--- src/rtl/mon_sel_pkg.sv ---
package mon_sel_pkg;
  localparam int SEL_W    = 6;
  localparam int SRC_W    = 1 << SEL_W;
  localparam int NUM_MULT = 24;
  localparam int NUM_EXT  = 4;
  localparam int NUM_DBG  = 4;
  localparam int NUM_REF  = 5;
  localparam int NUM_AND  = 2;
  localparam int NUM_UNIT = 8;
  localparam int NUM_OR   = 8;
  localparam int TS_W     = $clog2(NUM_REF);

  localparam int CODE_MULT = 0;
  localparam int CODE_EXT  = 24;
  localparam int CODE_DBG  = 28;
  localparam int CODE_REF  = 32;
  localparam int CODE_TS   = 37;
  localparam int CODE_AND  = 40;
  localparam int CODE_UNIT = 48;
  localparam int CODE_OR   = 56;

  typedef struct packed {
    logic [NUM_OR-1:0]   or_v;
    logic [NUM_UNIT-1:0] unit_v;
    logic [NUM_AND-1:0]  and_v;
    logic                ts_v;
    logic [NUM_REF-1:0]  ref_v;
    logic [NUM_DBG-1:0]  dbg_v;
    logic [NUM_EXT-1:0]  ext_v;
    logic [NUM_MULT-1:0] mult_v;
  } src_bus_t;

  // Place every source at its code; unlisted codes stay zero.
  function automatic logic [SRC_W-1:0] build_flat(input src_bus_t s);
    logic [SRC_W-1:0] f;
    f = '0;
    f[CODE_MULT +: NUM_MULT] = s.mult_v;
    f[CODE_EXT  +: NUM_EXT]  = s.ext_v;
    f[CODE_DBG  +: NUM_DBG]  = s.dbg_v;
    f[CODE_REF  +: NUM_REF]  = s.ref_v;
    f[CODE_TS]               = s.ts_v;
    f[CODE_AND  +: NUM_AND]  = s.and_v;
    f[CODE_UNIT +: NUM_UNIT] = s.unit_v;
    f[CODE_OR   +: NUM_OR]   = s.or_v;
    return f;
  endfunction
endpackage

--- src/rtl/decade_div_chain.sv ---
module decade_div_chain #(
  parameter int RATIO      = 10,
  parameter int NUM_STAGES = 5
) (
  input  logic                  clk,
  input  logic                  rst,
  output logic [NUM_STAGES-1:0] clk_out
);
  localparam int CNT_W = $clog2(RATIO);
  localparam int HALF  = RATIO / 2;

  logic [NUM_STAGES-1:0] en;
  assign en[0] = 1'b1;

  genvar k;
  generate
    for (k = 0; k < NUM_STAGES; k++) begin : g_stage
      logic [CNT_W-1:0] cnt;
      logic             wrap;

      assign wrap = (cnt == CNT_W'(RATIO - 1));

      always_ff @(posedge clk) begin
        if (rst)        cnt <= '0;
        else if (en[k]) cnt <= wrap ? '0 : cnt + 1'b1;
      end

      assign clk_out[k] = (cnt >= CNT_W'(HALF));

      if (k < NUM_STAGES - 1) begin : g_link
        assign en[k+1] = en[k] & wrap;
      end
    end
  endgenerate
endmodule

--- src/rtl/ts_clk_pick.sv ---
module ts_clk_pick #(
  parameter int NUM_REF = 5,
  parameter int TS_W    = 3
) (
  input  logic               clk,
  input  logic               rst,
  input  logic [NUM_REF-1:0] ref_clk,
  input  logic [TS_W-1:0]    ts_sel,
  output logic               ts_src,
  output logic               ts_clk
);
  // Values outside the clock list keep clock 0.
  always_comb begin
    ts_src = ref_clk[0];
    for (int k = 1; k < NUM_REF; k++) begin
      if (ts_sel == TS_W'(k)) ts_src = ref_clk[k];
    end
  end

  always_ff @(posedge clk) begin
    if (rst) ts_clk <= 1'b0;
    else     ts_clk <= ts_src;
  end
endmodule

--- src/rtl/mon_cfg_regs.sv ---
module mon_cfg_regs #(
  parameter int NUM_OUT = 4,
  parameter int SEL_W   = 6,
  parameter int TS_W    = 3,
  parameter int ADDR_W  = 3
) (
  input  logic                           clk,
  input  logic                           rst,
  input  logic                           wr_en,
  input  logic [ADDR_W-1:0]              wr_addr,
  input  logic [SEL_W-1:0]               wr_data,
  input  logic [ADDR_W-1:0]              rd_addr,
  output logic [SEL_W-1:0]               rd_data,
  output logic [NUM_OUT-1:0][SEL_W-1:0]  sel_q,
  output logic [TS_W-1:0]                ts_sel_q
);
  localparam int TS_ADDR = NUM_OUT;

  genvar g;
  generate
    for (g = 0; g < NUM_OUT; g++) begin : g_sel
      always_ff @(posedge clk) begin
        if (rst)
          sel_q[g] <= '0;
        else if (wr_en && wr_addr == ADDR_W'(g))
          sel_q[g] <= wr_data;
      end
    end
  endgenerate

  always_ff @(posedge clk) begin
    if (rst)
      ts_sel_q <= '0;
    else if (wr_en && wr_addr == ADDR_W'(TS_ADDR))
      ts_sel_q <= wr_data[TS_W-1:0];
  end

  logic [SEL_W-1:0] rd_next;
  always_comb begin
    rd_next = '0;
    for (int i = 0; i < NUM_OUT; i++) begin
      if (rd_addr == ADDR_W'(i)) rd_next = sel_q[i];
    end
    if (rd_addr == ADDR_W'(TS_ADDR)) rd_next = SEL_W'(ts_sel_q);
  end

  always_ff @(posedge clk) begin
    if (rst) rd_data <= '0;
    else     rd_data <= rd_next;
  end
endmodule

--- src/rtl/mon_mux_bank.sv ---
module mon_mux_bank #(
  parameter int NUM_OUT = 4,
  parameter int SEL_W   = 6,
  localparam int SRC_W  = 1 << SEL_W
) (
  input  logic                          clk,
  input  logic                          rst,
  input  logic [SRC_W-1:0]              flat,
  input  logic [NUM_OUT-1:0][SEL_W-1:0] sel,
  output logic [NUM_OUT-1:0]            mon_q
);
  genvar g;
  generate
    for (g = 0; g < NUM_OUT; g++) begin : g_out
      always_ff @(posedge clk) begin
        if (rst) mon_q[g] <= 1'b0;
        else     mon_q[g] <= flat[sel[g]];
      end
    end
  endgenerate
endmodule

--- src/rtl/mon_out_sel.sv ---
module mon_out_sel
  import mon_sel_pkg::*;
#(
  parameter int DIV_RATIO = 10,
  parameter int NUM_OUT   = 4,
  parameter int ADDR_W    = 3
) (
  input  logic                clk,
  input  logic                rst,
  input  logic                wr_en,
  input  logic [ADDR_W-1:0]   wr_addr,
  input  logic [SEL_W-1:0]    wr_data,
  input  logic [ADDR_W-1:0]   rd_addr,
  output logic [SEL_W-1:0]    rd_data,
  input  logic [NUM_MULT-1:0] mult_in,
  input  logic [NUM_EXT-1:0]  ext_in,
  input  logic [NUM_DBG-1:0]  dbg_in,
  input  logic [NUM_AND-1:0]  and_in,
  input  logic [NUM_UNIT-1:0] unit_in,
  input  logic [NUM_OR-1:0]   or_in,
  output logic [NUM_OUT-1:0]  mon_out,
  output logic                ts_clk,
  output logic                acq_stopped
);
  localparam int INHIBIT_BIT = NUM_EXT - 1;

  logic [NUM_OUT-1:0][SEL_W-1:0] sel_q;
  logic [TS_W-1:0]               ts_sel_q;
  logic [NUM_REF-1:0]            ref_clk;
  logic                          ts_src;
  src_bus_t                      srcs;
  logic [SRC_W-1:0]              flat;

  decade_div_chain #(.RATIO(DIV_RATIO), .NUM_STAGES(NUM_REF)) u_div (
    .clk(clk), .rst(rst), .clk_out(ref_clk)
  );

  mon_cfg_regs #(.NUM_OUT(NUM_OUT), .SEL_W(SEL_W), .TS_W(TS_W), .ADDR_W(ADDR_W)) u_regs (
    .clk(clk), .rst(rst), .wr_en(wr_en), .wr_addr(wr_addr), .wr_data(wr_data),
    .rd_addr(rd_addr), .rd_data(rd_data), .sel_q(sel_q), .ts_sel_q(ts_sel_q)
  );

  ts_clk_pick #(.NUM_REF(NUM_REF), .TS_W(TS_W)) u_ts (
    .clk(clk), .rst(rst), .ref_clk(ref_clk), .ts_sel(ts_sel_q),
    .ts_src(ts_src), .ts_clk(ts_clk)
  );

  always_comb begin
    srcs.mult_v = mult_in;
    srcs.ext_v  = ext_in;
    srcs.dbg_v  = dbg_in;
    srcs.ref_v  = ref_clk;
    srcs.ts_v   = ts_src;
    srcs.and_v  = and_in;
    srcs.unit_v = unit_in;
    srcs.or_v   = or_in;
    flat        = build_flat(srcs);
  end

  mon_mux_bank #(.NUM_OUT(NUM_OUT), .SEL_W(SEL_W)) u_mux (
    .clk(clk), .rst(rst), .flat(flat), .sel(sel_q), .mon_q(mon_out)
  );

  always_ff @(posedge clk) begin
    if (rst) acq_stopped <= 1'b0;
    else     acq_stopped <= ext_in[INHIBIT_BIT];
  end
endmodule

--- config.mk ---
export PLATFORM = sky130hd
export DESIGN_NAME = mon_out_sel
export DESIGN_NICKNAME = d
export VERILOG_FILES = /design/src/rtl/mon_sel_pkg.sv /design/src/rtl/decade_div_chain.sv /design/src/rtl/ts_clk_pick.sv /design/src/rtl/mon_cfg_regs.sv /design/src/rtl/mon_mux_bank.sv /design/src/rtl/mon_out_sel.sv
export SDC_FILE = /design/constraint.sdc
export NUM_CORES = 1
export LEC_CHECK = 0
export ABC_AREA = 1
export CORE_MARGIN = 2
export CORE_UTILIZATION = 61
export DETAILED_ROUTE_END_ITERATION = 12
export GPL_ROUTABILITY_DRIVEN = 0
export MAX_ROUTING_LAYER = met4
export PLACE_DENSITY = 0.88
export SYNTH_ARGS = -nofsm -noshare
export SYNTH_HDL_FRONTEND = slang
export SYNTH_HIERARCHICAL = 1
export SYNTH_SLANG_ARGS = --single-unit
--- constraint.sdc ---
create_clock -name clk -period 4.8 [get_ports clk]
set_clock_uncertainty 0.05 [all_clocks]
set_input_delay 0.48 -clock clk [delete_from_list [all_inputs] [get_ports clk]]
set_output_delay 0.48 -clock clk [all_outputs]
set_load 0.01 [all_outputs]
; ---- Yosys cells after proc, flatten, opt, wreduce, memory -nomap -nowiden
; Cells that the tools add are included.
[word_totals]
regBits = 59
input_bits = 65
out_inout_bits = 12
elab_cells = 82
[op_classes]
add_sub_neg = 5
magnitude_cmp = 9
n_eq_ne = 17
n_mux = 21
bitwise = 3
reduce_logical = 9
[ops]
columns = operator, count
row1 = 6-bit by 7-bit < comparator with 1-bit output (second input constant), 4
row2 = 1-bit binary-select mux with 6-bit select, 4
row3 = 6-bit 2-to-1 mux, 4
row4 = 4-bit by 1-bit adder with 4-bit output (second input constant), 5
row5 = 4-bit equality test (second input constant), 5
row6 = 4-bit by 3-bit greater-or-equal comparator with 1-bit output (second input constant), 5
row7 = 3-bit by 2-bit equality test with 1-bit output (second input constant), 6
row8 = 4-bit 2-to-1 mux, 4
row9 = 3-bit by 1-bit equality test with 1-bit output (second input constant), 3
row10 = 3-bit equality test (second input constant), 3
row11 = 1-bit 2-to-1 mux, 8
row12 = 3-bit zero test, 2
row13 = 1-bit logical AND, 5
row14 = 2-bit OR reduction, 2
row15 = 1-bit bitwise AND, 3
row16 = 3-bit 2-to-1 mux, 1

; ---- Longest topological paths before layout
[logic_depth]
word_depth = 7
depth_mapped = 17
depth_no_buf = 17

; ---- Cells and area by module
; Netlist, hierarchy kept.
[by_module_without_submodules]
columns = module, instances, cells_each, area_per_inst_um2, seq_area_each_um2
row1 = mon_mux_bank, 1, 612, 2896.5, 80.1
row2 = mon_cfg_regs, 1, 190, 1370.1, 660.6
row3 = decade_div_chain, 1, 163, 1138.6, 400.4
row4 = ts_clk_pick, 1, 19, 103.8, 20.0
row5 = mon_out_sel, 1, 4, 33.8, 20.0

; ---- Worst setup path before layout
; Ideal clock, no wire load.
[synth_timing]
path_type = reg2reg
from = register u_div.g_stage[0].cnt[1]
to = register u_mux.mon_q[0]
setup_time_ns = 0.116
arrival_ns = 1.647
t_required_ns = 4.634
setup_slack_ns = 2.986
path_stages_with_launch = 17
path_buffers = 0
synth_period_minus_slack_ns = 1.814
cell_sequence = dfxtp_1 -> inv_1 -> ha_1 -> o21ai_0 -> nand2_1 -> inv_2 -> a21oi_2 -> nand2_1 -> nand2_1 -> nand2_1 -> nand3_1 -> nand3_1 -> nand2_1 -> nand2_1 -> nand3_1 -> nand3_1 -> a21oi_1
[synth_between]
elab_chain_len = 7
[synth_rtl]
columns = element, line_no
row1 = start: declaration, decade_div_chain.sv:18  ; logic [CNT_W-1:0] cnt;
row2 = start signal: assignment, decade_div_chain.sv:25  ; else if (en[k]) cnt <= wrap ? '0 : cnt + 1'b1;
row3 = 4-bit by 3-bit greater-or-equal comparator with 1-bit output, decade_div_chain.sv:28  ; assign clk_out[k] = (cnt >= CNT_W'(HALF));
row4 = net ref_clk[0], mon_out_sel.sv:29  ; logic [NUM_REF-1:0] ref_clk;
row5 = 1-bit 2-to-1 mux (4 in a row), ts_clk_pick.sv:16  ; if (ts_sel == TS_W'(k)) ts_src = ref_clk[k];
row6 = net ts_src, mon_out_sel.sv:30  ; logic ts_src;
row7 = 1-bit binary-select mux with 6-bit select, mon_mux_bank.sv:17  ; else mon_q[g] <= flat[sel[g]];
row8 = 1-bit 2-to-1 mux (implied by the code), mon_mux_bank.sv:17
row9 = end signal: indexed assignment, mon_mux_bank.sv:17
row10 = end: declaration, mon_mux_bank.sv:10  ; output logic [NUM_OUT-1:0] mon_q
; The timed path passes the listed nets, and every way through them passes these cells. The select of a mux whose other input is x is not followed.
; A chain may end at the register's enable or synchronous reset.

; ---- Final worst setup path
[layout_timing]
from = register u_div.g_stage[0].cnt[0]
to = register u_mux.mon_q[1]
; Same word-level chain as after synthesis.

==> flow_summary.ini <==
[status]
outcome = finished clean

[sta]
setup_viol = 0
grt_setup_unrepaired = no
max_freq_mhz = 413.0
finalCriticalPeriod_ps = 2421
period_share_pct = 50.44
slew_headroom_pct = 38.82
hold_viol_final = 0
fin_tns_setup_ps = 0
maxSlewViolCount = 0
worstMarginPinSlew_ps = 916.4
whs_ps = 434.9

[clock_tree]
cts_max_level = 3
cts_tree = done
path_clk_slew_ps = 70
insertion_delay_ps = 340
cts_setup_buffers = 0
cts-buffers-inserted = 9
clock-sinks = 59
cts_buffer_depth = 2
cts-root-buf = clkbuf_8
cts_resized = 0
cts_hold_buf = 0

[layout]
area.growth.synth_to_final_pct = 14.60
final_cells = 1174
fillers = 816
antenna_cells = 0
fin_nets = 1129
postLayoutCoreUtil_pct = 72.49
drive_gt1_share_pct = 5.629

[synthesis]
seq_area_frac_synth_pct = 21.31
ys_top_cells_by_area = nand2_1, nand3_1, dfxtp_1
yosysTopAreaCell = nand2_1
yosysMostFrequentCell = nand2_1
synth-seq-cells = 59
syn_area_sq_mm = 0.005543
synth_cell_types = 36
synth_edf_count = 0
synth_cells = 988
yosys_warnings = 6
synth_common_cells = nand2_1, nand3_1, nor2_1
synthFlopType = dfxtp_1
synth_top_area_share_pct = 25.33
async_flop_share_pct = 0
avgSynthCellArea_sq_um = 5.610

[grt]
grt_max_degree = 36
grt_use_total_pct = 38.19
grt_pass1_vias = 5976
grt.overflow.total = 0
grt_pass1_wl_um = 29530
antenna_found_initial = 0

[detailed_routing]
drc = 0
dr.pass1.iters = 8
avgRoutedWirePerCell_um = 15.89
drt_iter0_drc = 825
num_vias = 6866
wl_um = 18650
viasPerCell = 5.848
antenna_left = 0

[floorplanning]
die_w_um = 99.33
initial_core_util_pct = 63.25
rows = 34
dieArea_sq_mm = 0.009865
die_height_um = 99.33
ios = 77
coreArea_sq_mm = 0.008763

[critical_path]
cp.required_ps = 4990
startpoint_type = flop
end_kind = flop
critPathArrivalTime_ps = 2610
crit_type = reg -> reg
critPathMaxFanout = 5
r2r_slack_ps = 2380

[pwr]
p_leak_uw = 0.002805
power.density_mw_per_mm2 = 206.3
peakVddDrop_uv = 260.1

[placement]
hpwl_um = 12420
portBuffers = 76
dp.cells = 1158

[flow_run]
maxCapViolCount = 0

[hold_path]
hold_path.class = reg -> reg
metrics by stage:
step                total power (uW)  cell area, sq um  setup slack, ps
floorplan                      731.2              5659             2986
global placement               851.9              6157             2600
detailed placement             855.6              6157             2562
CTS                             1308              6352             2519
global route                    1367              6352             2262
finish                          1311              6352             2379
sequential cells by signal, summed over array words and instances, names as in the netlist:
name	count
u_regs/sel_q	24
u_regs/rd_data	6
u_ts/ts_clk	1
u_regs/ts_sel_q	3
acq_stopped	1
u_mux/mon_q	4
u_div/g_stage.cnt	20
placed cells by master (no fill, tap or decap), types with 9 or more instances in the layout:
cell / n
nand2_1: 374
dfxtp_1: 59
o21ai_0: 36
clkdlybuf4s50_1: 76
nand4_1: 14
nor2_1: 76
inv_2: 13
inv_1: 55
clkbuf_8: 10
a21oi_1: 25
buf_4: 9
nand3_1: 241
conb_1: 32
layer usage:
metal / up-vias / global-route usage, % / wire, um
met5: - / - / 0
met4: 0 / 18.02 / 807
met3: 90 / 6.535 / 2413
met2: 510 / 58.73 / 8260
met1: 2936 / 48.95 / 7171
li1: 3330 / - / -
path summary, 6_finish.rpt:
check,endpoint,cells past startpoint,start
worst max-delay path,u_mux/mon_q[1],15,u_div/g_stage[0].cnt[0]
worst min-delay path,u_div/g_stage[1].cnt[3],2,u_div/g_stage[1].cnt[3]
worst max register to register,u_mux/mon_q[1],15,u_div/g_stage[0].cnt[0]
worst min register to register,u_div/g_stage[1].cnt[3],2,u_div/g_stage[1].cnt[3]
cell families after synthesis:
logic type	after synthesis	share of synthesized area (%)
compound gates	71	6.727
xor+xnor	1	0.1580
fa+ha+maj	3	0.6773
buf+inv	127	13.70
flops	59	21.31
other cells	1	0.06766
simple gates	726	57.36
where the power goes:
part / switching [uW] / internal [uW]
Sequential: 22.1 / 505
Combinational: 197 / 134
Clock: 199 / 253
Total: 418 / 892
area by class of cell:
class / count / area (sq um) / share of cell area, %
multi-input cells: 833 / 3719 / 58.54
flip-flops and latches: 59 / 1181 / 18.59
repair buffers: 85 / 828.3 / 13.04
inverters: 73 / 294.0 / 4.629
clock buffers: 12 / 145.1 / 2.285
well taps: 108 / 135.1 / 2.127
clock inverters: 4 / 50.05 / 0.7879
worst max-delay path, stage by stage, from the launching register on:
cell	delay (ps)
dfxtp_1	400
ha_1	260
o21ai_0	110
nand2_1	200
inv_2	60
a21oi_2	130
nand2_1	90
nand2_1	180
nand2_1	90
nand3_1	140
nand3_1	100
nand2_1	130
nand2_1	50
nand3_1	60
nand3_1	60
a21oi_1	220
Power figures use the tool's default switching activity.
